$ cat config.mk
export PLATFORM = sky130hd
export DESIGN_NAME = fpm_mul
export DESIGN_NICKNAME = d
export VERILOG_FILES = /design/src/rtl/fpm_pkg.sv /design/src/rtl/fpm_unpack.sv /design/src/rtl/fpm_round.sv /design/src/rtl/fpm_mul.sv
export SDC_FILE = /design/constraint.sdc
export NUM_CORES = 2
export LEC_CHECK = 0
export BUFFER_PORTS_ARGS = -buffer_cell sky130_fd_sc_hd__buf_2
export CAP_MARGIN = 20
export CORE_MARGIN = 2
export CORE_UTILIZATION = 43
export CTS_CLUSTER_SIZE = 28
export DETAILED_ROUTE_END_ITERATION = 10
export GPL_ROUTABILITY_DRIVEN = 0
export PLACE_DENSITY = 0.59
export SETUP_SLACK_MARGIN = 0.3
export SYNTH_ARGS = -nofsm -noshare
export SYNTH_HDL_FRONTEND = slang
export SYNTH_SLANG_ARGS = --single-unit
$ cat constraint.sdc
create_clock -name clk -period 13.32 [get_ports clk]
set_input_delay 3.33 -clock clk [delete_from_list [all_inputs] [get_ports clk]]
set_output_delay 3.33 -clock clk [all_outputs]
set_load 0.02 [all_outputs]
$ cat src/rtl/fpm_pkg.sv
package fpm_pkg;
    parameter int EXP_W  = 8;
    parameter int FRAC_W = 23;

    localparam int WORD_W  = 1 + EXP_W + FRAC_W;
    localparam int SIG_W   = FRAC_W + 1;
    localparam int PROD_W  = 2 * SIG_W;
    localparam int BIAS    = (1 << (EXP_W - 1)) - 1;
    localparam int EXP_TOP = (1 << EXP_W) - 1;
    localparam int XW      = EXP_W + 3;

    typedef enum logic [1:0] {
        CLS_ZERO,
        CLS_NORM,
        CLS_INF,
        CLS_NAN
    } fpm_cls_e;

    typedef enum logic [1:0] {
        KIND_NUM,
        KIND_ZERO,
        KIND_INF,
        KIND_NAN
    } fpm_kind_e;

    typedef struct packed {
        logic             sgn;
        logic [EXP_W-1:0] exp;
        logic [SIG_W-1:0] sig;
        fpm_cls_e         cls;
    } fpm_opnd_t;

    typedef struct packed {
        logic                    vld;
        logic                    sgn;
        fpm_kind_e               kind;
        logic signed [XW-1:0]    exp;
        logic [PROD_W-1:0]       prod;
    } fpm_s1_t;

    typedef struct packed {
        logic              vld;
        logic [WORD_W-1:0] word;
        logic              ovf;
        logic              unf;
    } fpm_s2_t;

    typedef struct packed {
        fpm_s1_t s1;
        fpm_s2_t s2;
    } fpm_state_t;
endpackage

$ cat src/rtl/fpm_unpack.sv
module fpm_unpack
    import fpm_pkg::*;
(
    input  logic [WORD_W-1:0] word_i,
    output fpm_opnd_t         opnd_o
);
    logic [EXP_W-1:0]  exp_f;
    logic [FRAC_W-1:0] frac_f;

    always_comb begin
        exp_f         = word_i[WORD_W-2 -: EXP_W];
        frac_f        = word_i[FRAC_W-1:0];
        opnd_o.sgn    = word_i[WORD_W-1];
        opnd_o.exp    = exp_f;
        opnd_o.sig    = {1'b1, frac_f};
        if (exp_f == '0) begin
            // denormals are flushed: treated as zero
            opnd_o.cls = CLS_ZERO;
            opnd_o.sig = '0;
        end else if (exp_f == {EXP_W{1'b1}}) begin
            opnd_o.cls = (frac_f == '0) ? CLS_INF : CLS_NAN;
        end else begin
            opnd_o.cls = CLS_NORM;
        end
    end
endmodule

$ cat src/rtl/fpm_round.sv
module fpm_round
    import fpm_pkg::*;
(
    input  logic                 sgn_i,
    input  logic signed [XW-1:0] exp_i,
    input  logic [PROD_W-1:0]    prod_i,
    output logic [WORD_W-1:0]    word_o,
    output logic                 ovf_o,
    output logic                 unf_o
);
    localparam logic signed [XW-1:0] EXP_SAT = EXP_TOP[XW-1:0];

    logic                 top_bit;
    logic [PROD_W-1:0]    aligned;
    logic [SIG_W-1:0]     kept;
    logic                 guard_b;
    logic                 round_b;
    logic                 sticky_b;
    logic                 bump;
    logic [SIG_W:0]       rsum;
    logic signed [XW-1:0] exp_n;
    logic signed [XW-1:0] exp_r;
    logic [FRAC_W-1:0]    frac_r;

    always_comb begin
        // step: normalize a product of 2.0 or more
        top_bit  = prod_i[PROD_W-1];
        aligned  = top_bit ? prod_i : {prod_i[PROD_W-2:0], 1'b0};
        exp_n    = top_bit ? exp_i + XW'(1) : exp_i;
        kept     = aligned[PROD_W-1 -: SIG_W];
        guard_b  = aligned[PROD_W-1-SIG_W];
        round_b  = aligned[PROD_W-2-SIG_W];
        sticky_b = |aligned[PROD_W-3-SIG_W:0];
        // step: nearest, ties to even
        bump     = guard_b & (round_b | sticky_b | kept[0]);
        rsum     = {1'b0, kept} + {{SIG_W{1'b0}}, bump};
        if (rsum[SIG_W]) begin
            frac_r = '0;
            exp_r  = exp_n + XW'(1);
        end else begin
            frac_r = rsum[FRAC_W-1:0];
            exp_r  = exp_n;
        end
        // step: range check and pack
        ovf_o = !exp_r[XW-1] && (exp_r >= EXP_SAT);
        unf_o = exp_r[XW-1] || (exp_r == '0);
        if (ovf_o)
            word_o = {sgn_i, {EXP_W{1'b1}}, {FRAC_W{1'b0}}};
        else if (unf_o)
            word_o = {sgn_i, {(WORD_W-1){1'b0}}};
        else
            word_o = {sgn_i, exp_r[EXP_W-1:0], frac_r};
    end
endmodule

$ cat src/rtl/fpm_mul.sv
module fpm_mul
    import fpm_pkg::*;
(
    input  logic        clk,
    input  logic        rst_n,
    input  logic        in_valid_i,
    input  logic [31:0] a_i,
    input  logic [31:0] b_i,
    output logic        out_valid_o,
    output logic [31:0] result_o,
    output logic        ovf_o,
    output logic        unf_o
);
    localparam logic [WORD_W-1:0] QNAN =
        {1'b0, {EXP_W{1'b1}}, 1'b1, {(FRAC_W-1){1'b0}}};

    fpm_opnd_t         op_a;
    fpm_opnd_t         op_b;
    fpm_state_t        st_d;
    fpm_state_t        st_q;
    logic [WORD_W-1:0] rnd_word;
    logic              rnd_ovf;
    logic              rnd_unf;
    logic              any_nan;
    logic              any_inf;
    logic              any_zero;

    fpm_unpack u_unpack_a (.word_i(a_i), .opnd_o(op_a));
    fpm_unpack u_unpack_b (.word_i(b_i), .opnd_o(op_b));

    fpm_round u_round (
        .sgn_i  (st_q.s1.sgn),
        .exp_i  (st_q.s1.exp),
        .prod_i (st_q.s1.prod),
        .word_o (rnd_word),
        .ovf_o  (rnd_ovf),
        .unf_o  (rnd_unf)
    );

    always_comb begin
        st_d = st_q;
        // stage 1: classify, sign, exponent sum, significand product
        any_nan  = (op_a.cls == CLS_NAN) || (op_b.cls == CLS_NAN);
        any_inf  = (op_a.cls == CLS_INF) || (op_b.cls == CLS_INF);
        any_zero = (op_a.cls == CLS_ZERO) || (op_b.cls == CLS_ZERO);
        st_d.s1.vld  = in_valid_i;
        st_d.s1.sgn  = op_a.sgn ^ op_b.sgn;
        st_d.s1.exp  = $signed(XW'(op_a.exp) + XW'(op_b.exp) - XW'(BIAS));
        st_d.s1.prod = PROD_W'(op_a.sig) * PROD_W'(op_b.sig);
        if (any_nan || (any_inf && any_zero))
            st_d.s1.kind = KIND_NAN;
        else if (any_inf)
            st_d.s1.kind = KIND_INF;
        else if (any_zero)
            st_d.s1.kind = KIND_ZERO;
        else
            st_d.s1.kind = KIND_NUM;
        // stage 2: round and resolve special results
        st_d.s2.vld = st_q.s1.vld;
        st_d.s2.ovf = 1'b0;
        st_d.s2.unf = 1'b0;
        unique case (st_q.s1.kind)
            KIND_NAN:  st_d.s2.word = QNAN;
            KIND_INF:  st_d.s2.word = {st_q.s1.sgn, {EXP_W{1'b1}}, {FRAC_W{1'b0}}};
            KIND_ZERO: st_d.s2.word = {st_q.s1.sgn, {(WORD_W-1){1'b0}}};
            default: begin
                st_d.s2.word = rnd_word;
                st_d.s2.ovf  = rnd_ovf;
                st_d.s2.unf  = rnd_unf;
            end
        endcase
    end

    always_ff @(posedge clk or negedge rst_n) begin
        if (!rst_n)
            st_q <= '0;
        else
            st_q <= st_d;
    end

    assign out_valid_o = st_q.s2.vld;
    assign result_o    = st_q.s2.word;
    assign ovf_o       = st_q.s2.ovf;
    assign unf_o       = st_q.s2.unf;

    p_sign_xor_r1: assert property (@(posedge clk) disable iff (!rst_n)
        in_valid_i |=> (st_q.s1.sgn == ($past(a_i[31]) ^ $past(b_i[31]))));

    p_stage1_valid_r9: assert property (@(posedge clk) disable iff (!rst_n)
        in_valid_i |=> st_q.s1.vld);

    p_stage2_valid_r9: assert property (@(posedge clk) disable iff (!rst_n)
        st_q.s1.vld |=> out_valid_o);

    p_ovf_is_inf_r4: assert property (@(posedge clk) disable iff (!rst_n)
        ovf_o |-> (result_o[30:0] == {{EXP_W{1'b1}}, {FRAC_W{1'b0}}}));

    p_unf_is_zero_r5: assert property (@(posedge clk) disable iff (!rst_n)
        unf_o |-> (result_o[30:0] == '0));

    p_flags_exclusive_r4: assert property (@(posedge clk) disable iff (!rst_n)
        $onehot0({ovf_o, unf_o}));

    p_nan_canonical_r6: assert property (@(posedge clk) disable iff (!rst_n)
        (out_valid_o && (result_o[30:23] == 8'hFF) && (result_o[22:0] != '0))
        |-> ((result_o == QNAN) && !ovf_o && !unf_o));
endmodule

Yosys cells after proc, flatten, opt, wreduce, memory -nomap -nowiden
Index checks and enable logic that the tools add are counted.
W data, S select, Z words.
{ "word_totals": {"regBits": 97, "inputBits": 67, "wordCells": 65} }
{ "classes": {"eq_ne": 9, "n_reduce_logical": 17, "n_lt_le_gt_ge": 1, "bitwise_logic": 4, "addsub": 5, "multipliers": 1, "muxes": 19} }
{ "op_table": {"columns": ["op", "count"], "rows": [
  ["$pmux W32 S3", 1],
  ["$mux W31", 2],
  ["$mul A24 B24 Y48", 1],
  ["$mux W24", 2],
  ["$mux W48", 1],
  ["$logic_not A23 Y1", 2],
  ["$add A24 B1 Y25", 1],
  ["$mux W23", 1],
  ["$mux W11", 2],
  ["$reduce_or A22 Y1", 1],
  ["$eq A8 B8 Y1 const B", 2],
  ["$logic_not A8 Y1", 2],
  ["$mux W2", 7],
  ["$eq A2 B2 Y1 const B", 6],
  ["$add A10 B2 Y11 const B", 1],
  ["$add A11 B2 Y11 const B", 1],
  ["$ge A11 B9 Y1 const B", 1],
  ["$logic_not A11 Y1", 1],
  ["$sub A9 B7 Y10 const B", 1],
  ["$add A8 B8 Y9", 1],
  ["$logic_or A1 B1 Y1", 5],
  ["$logic_not A2 Y1", 2],
  ["$mux W1", 3],
  ["$reduce_or A3 Y1", 1],
  ["other kinds (6)", 8]
]} }

Longest topological paths before layout
{ "depth": {"depth_word": 12, "mapped_depth": 32} }

By module
Synthesis repeated with hierarchy kept, for this count alone.
{ "unflattened": {"cells_unflattened": 2856, "area_unflattened_um2": 25360.6} }
{ "by_module_without_submodules": {"columns": ["module", "seq_area_each_um2", "area_each_um2", "instances", "cells_per_inst"], "rows": [
  ["fpm_mul", 2427.3, 22519.1, 1, 2432],
  ["fpm_round", 0.0, 2210.9, 1, 324],
  ["fpm_unpack", 0.0, 315.3, 2, 50]
]} }

Worst setup path after synthesis
No wires, ideal clock.
{ "synth_timing": {"path_type": "in2reg", "start": "input port b_i[27]", "end": "register st_q[67] (netlist name)", "required_time_ps": 13197, "arrival_time_ps": 10610, "setup_ps": 123, "setup_slack_ps": 2587, "path_buffers": 3, "cell_stages": 30, "path_cell_list": "or4_1 nor2_1 a21oi_1 clkbuf_1 clkbuf_1 and3_1 fa_1 fa_1 inv_1 fa_1 inv_1 fa_1 inv_1 fa_1 inv_1 fa_1 inv_1 fa_1 inv_1 ha_1 clkbuf_1 nand3_1 a211oi_1 a211oi_1 o21ai_0 a41oi_1 o21ai_0 a21o_1 a21oi_1 xnor2_1"} }
{ "synth_rtl": {"columns": ["element", "line_no", "source"], "rows": [
  ["start: declaration", "fpm_mul.sv:8", "input logic [31:0] b_i,"],
  ["end signal: assignment", "fpm_mul.sv:78", "st_q <= st_d;"],
  ["end: declaration", "fpm_mul.sv:20", "fpm_state_t st_q;"]
]} }

==> results.yml <==
status:
  outcome: "finished clean"
run:
  drv_cap: 0
min_path:
  hold_path_end: "out_valid_o"
  min_path_cells: 0
  min_from: "st_d[34]"
  min_path_type: "reg2reg"
critical_path:
  r2r_start: "st_q[82]"
  crit_arrival_ns: 11.91
  critPathMaxStageDelay_ns: 0.73
  path_buf_inv: 9
  cpMaxStageDelayCell: "o21ai_0"
  reg2reg_to: "result_o[22]"
  end_kind: "flop"
  cp-start-kind: "primary input"
  critPathMaxFanout: 41
  critPathKind: "in2reg"
  r2r_cells: 16
  crit_family: "adder cells"
  cp.required_ns: 13.56
  ff2ff_setup_slack_ns: 8.43
cts:
  holdBufCountCts: 0
  insertion_delay_ns: 0.36
  cts_sinks: 97
  cts_max_path_buffers: 2
  cts_max_level: 3
  cts_tree: "done"
  cts_resized: 0
  clkTransAtPathRegs_ns: 0.07
  cts_made_buffers: 9
  cts-root-buf: "clkbuf_16"
  postCtsSetupBuffers: 0
sta:
  drv_slew: 0
  worst_slew_pin_slew_ns: 1.03
  slew_headroom_pct: 31.2
  fin_setup_tns_ns: 0
  clock_skew_ns: 0.0106
  setup_viol: 0
  max_freq_mhz: 85.7
  fin_crit_ns: 11.67
  hold_viol: 0
  rsz0062_at_grt: "no"
  fin_crit_sh_pct: 87.6
final_layout:
  final_cell_mix: "inv_1 (565), fa_1 (483), nand2_1 (319), and3_1 (293), ha_1 (193)"
  drive_above_1_share_pct: 5.70
  diodes: 0
  finish.utilization_pct: 45.1
  finalNetCount: 3369
  areaGrowthSynthToFinish_pct: 4.07
  final_common_cell: "inv_1"
  post-route-cell-area_sq_um: 25300
placement:
  placed_area_sq_um: 25000
  numPortBuffers: 101
  place_hpwl_microns: 57100
floorplan:
  dieArea_sq_um: 58500
  die_height_microns: 242
  core_area_sq_um: 56200
  die_x_microns: 242
  initial_core_util_pct: 43.3
  pin_count: 102
  fp-row-count: 87
yosys:
  async_flop_share_pct: 100
  synth.avg_cell_area_sq_um: 9.02
  yosysSeqAreaShare_pct: 9.97
  syn-num-nets: 3441
  synth-edff-count: 0
  yosys_warnings: 0
  synth_area_sq_um: 24300
  synth_top_cell_by_area: "fa_1"
  synth.top_cell.area_share_pct: 39.7
  synth_cell_type_count: 74
  ys_seq_elements: 97
  synth_cells: 2698
  yosys-top-cells-area: "fa_1 (40%), dfrtp_1 (10%), ha_1 (9.9%)"
  ys.flop_type: "dfrtp_1"
global_route:
  gr-total-overflow: 0
  antenna_found_initial: 1
  grt_pass1_vias: 20000
  grt_max_degree: 72
  grt_usage_pct: 25.7
  grt_pass1_wl_microns: 116000
route:
  wirelength_microns: 74400
  vias: 18700
  drc: 0
  drtPass1Iterations: 5
  drt_iter0_drc: 1490
  wl_per_cell_microns: 22.0
  ant_nets: 0
  vias_per_cell: 5.52
==> logic make-up (layout without fill, tap and decap cells) <==
| family | after synthesis | after routing | synth area share, % |
|---|---|---|---|
| xor gates and xnor gates | 102 | 102 | 3.70 |
| buffers and inverters | 764 | 697 | 12.4 |
| muxes | 10 | 10 | 0.427 |
| AOI/OAI and AO/OA | 208 | 208 | 5.56 |
| and+or+nand+nor | 841 | 841 | 18.3 |
| adders and majority gates | 676 | 676 | 49.6 |
| DFF | 97 | 97 | 9.97 |
==> synthesized netlist by cell type, drive strengths merged (3+ instances only) <==
| library cell | n |
|---|---|
| o22ai | 4 |
| o21a | 7 |
| nor2b | 12 |
| nor2 | 33 |
| o31ai | 5 |
| and3 | 293 |
| xnor2 | 63 |
| nand2b | 6 |
| and2 | 46 |
| o21bai | 8 |
| xor2 | 39 |
| o21ai | 44 |
| a221oi | 3 |
| nand3 | 37 |
| nand2 | 319 |
| or4 | 6 |
| a21boi | 5 |
| nand3b | 4 |
| mux2 | 3 |
| mux2i | 7 |
| a21oi | 59 |
| buf | 44 |
| or3 | 3 |
| a31oi | 7 |
| clkbuf | 155 |
| dfrtp | 97 |
| nor3 | 15 |
| a2111oi | 4 |
| and4 | 5 |
| nor4 | 24 |
| a21o | 26 |
| inv | 565 |
| fa | 483 |
| nand4 | 28 |
| a211oi | 10 |
| ha | 193 |
| o2111ai | 3 |
==> sequential cells by signal, summed over array words and instances, names as in the netlist <==
register,count
st_q,61
result_o,32
out_valid_o,1
ovf_o,1
st_d,1
unf_o,1
==> worst reg2reg max path: cells and delay by family (launching register included) <==
family                   cells  cell delay [ns]
buffers and inverters        1             0.43
AND/OR/NAND/NOR              8             2.50
AO/OA/AOI/OAI                5             1.08
flip-flops                   1             0.32
adder cells (fa/ha/maj)      2             0.43
==> final cells by class <==
| type | instances | area, sq um |
|---|---|---|
| Inverter | 565 | 2120 |
| Timing Repair Buffer | 116 | 621 |
| Tap cell | 756 | 946 |
| Fill cell | 5513 | 30800 |
| Clock inverter | 6 | 90.1 |
| Sequential cell | 97 | 2430 |
| Clock buffer | 10 | 229 |
| Multi-Input combinational cell | 1837 | 18900 |
==> routing by layer <==
metal  vias up  track usage (%)  routed length [microns]
met3       139             5.02                     6620
met1      9478             34.3                    30400
met4         0             8.90                     2730
li1       8208                -                        -
met2       858             42.0                    34600
met5         -                0                        0
==> per-stage QoR <==
stage	worst slack [ns]	hold WS, ns	instances
floorplan	2.59	0.331	2698
global placement	1.59	0.333	3371
detailed placement	1.38	0.343	3371
CTS	1.76	0.359	3387
global route	1.07	0.372	3387
finish	1.65	0.355	3387
==> worst max-delay path by stage <==
stage	start	to	slack, ns	depth (start not counted)
after floorplan	b_i[27]	st_q[67]	2.59	30
after global placement	b_i[28]	st_q[78]	1.59	27
after detailed placement	b_i[28]	st_q[67]	1.38	31
after CTS	b_i[28]	st_q[67]	1.76	31
after global routing	b_i[29]	st_q[67]	1.07	31
final	b_i[28]	st_q[67]	1.65	31
Power is not shown: default switching activity piles up to over one toggle a cycle in this logic, so the estimate is an artifact.
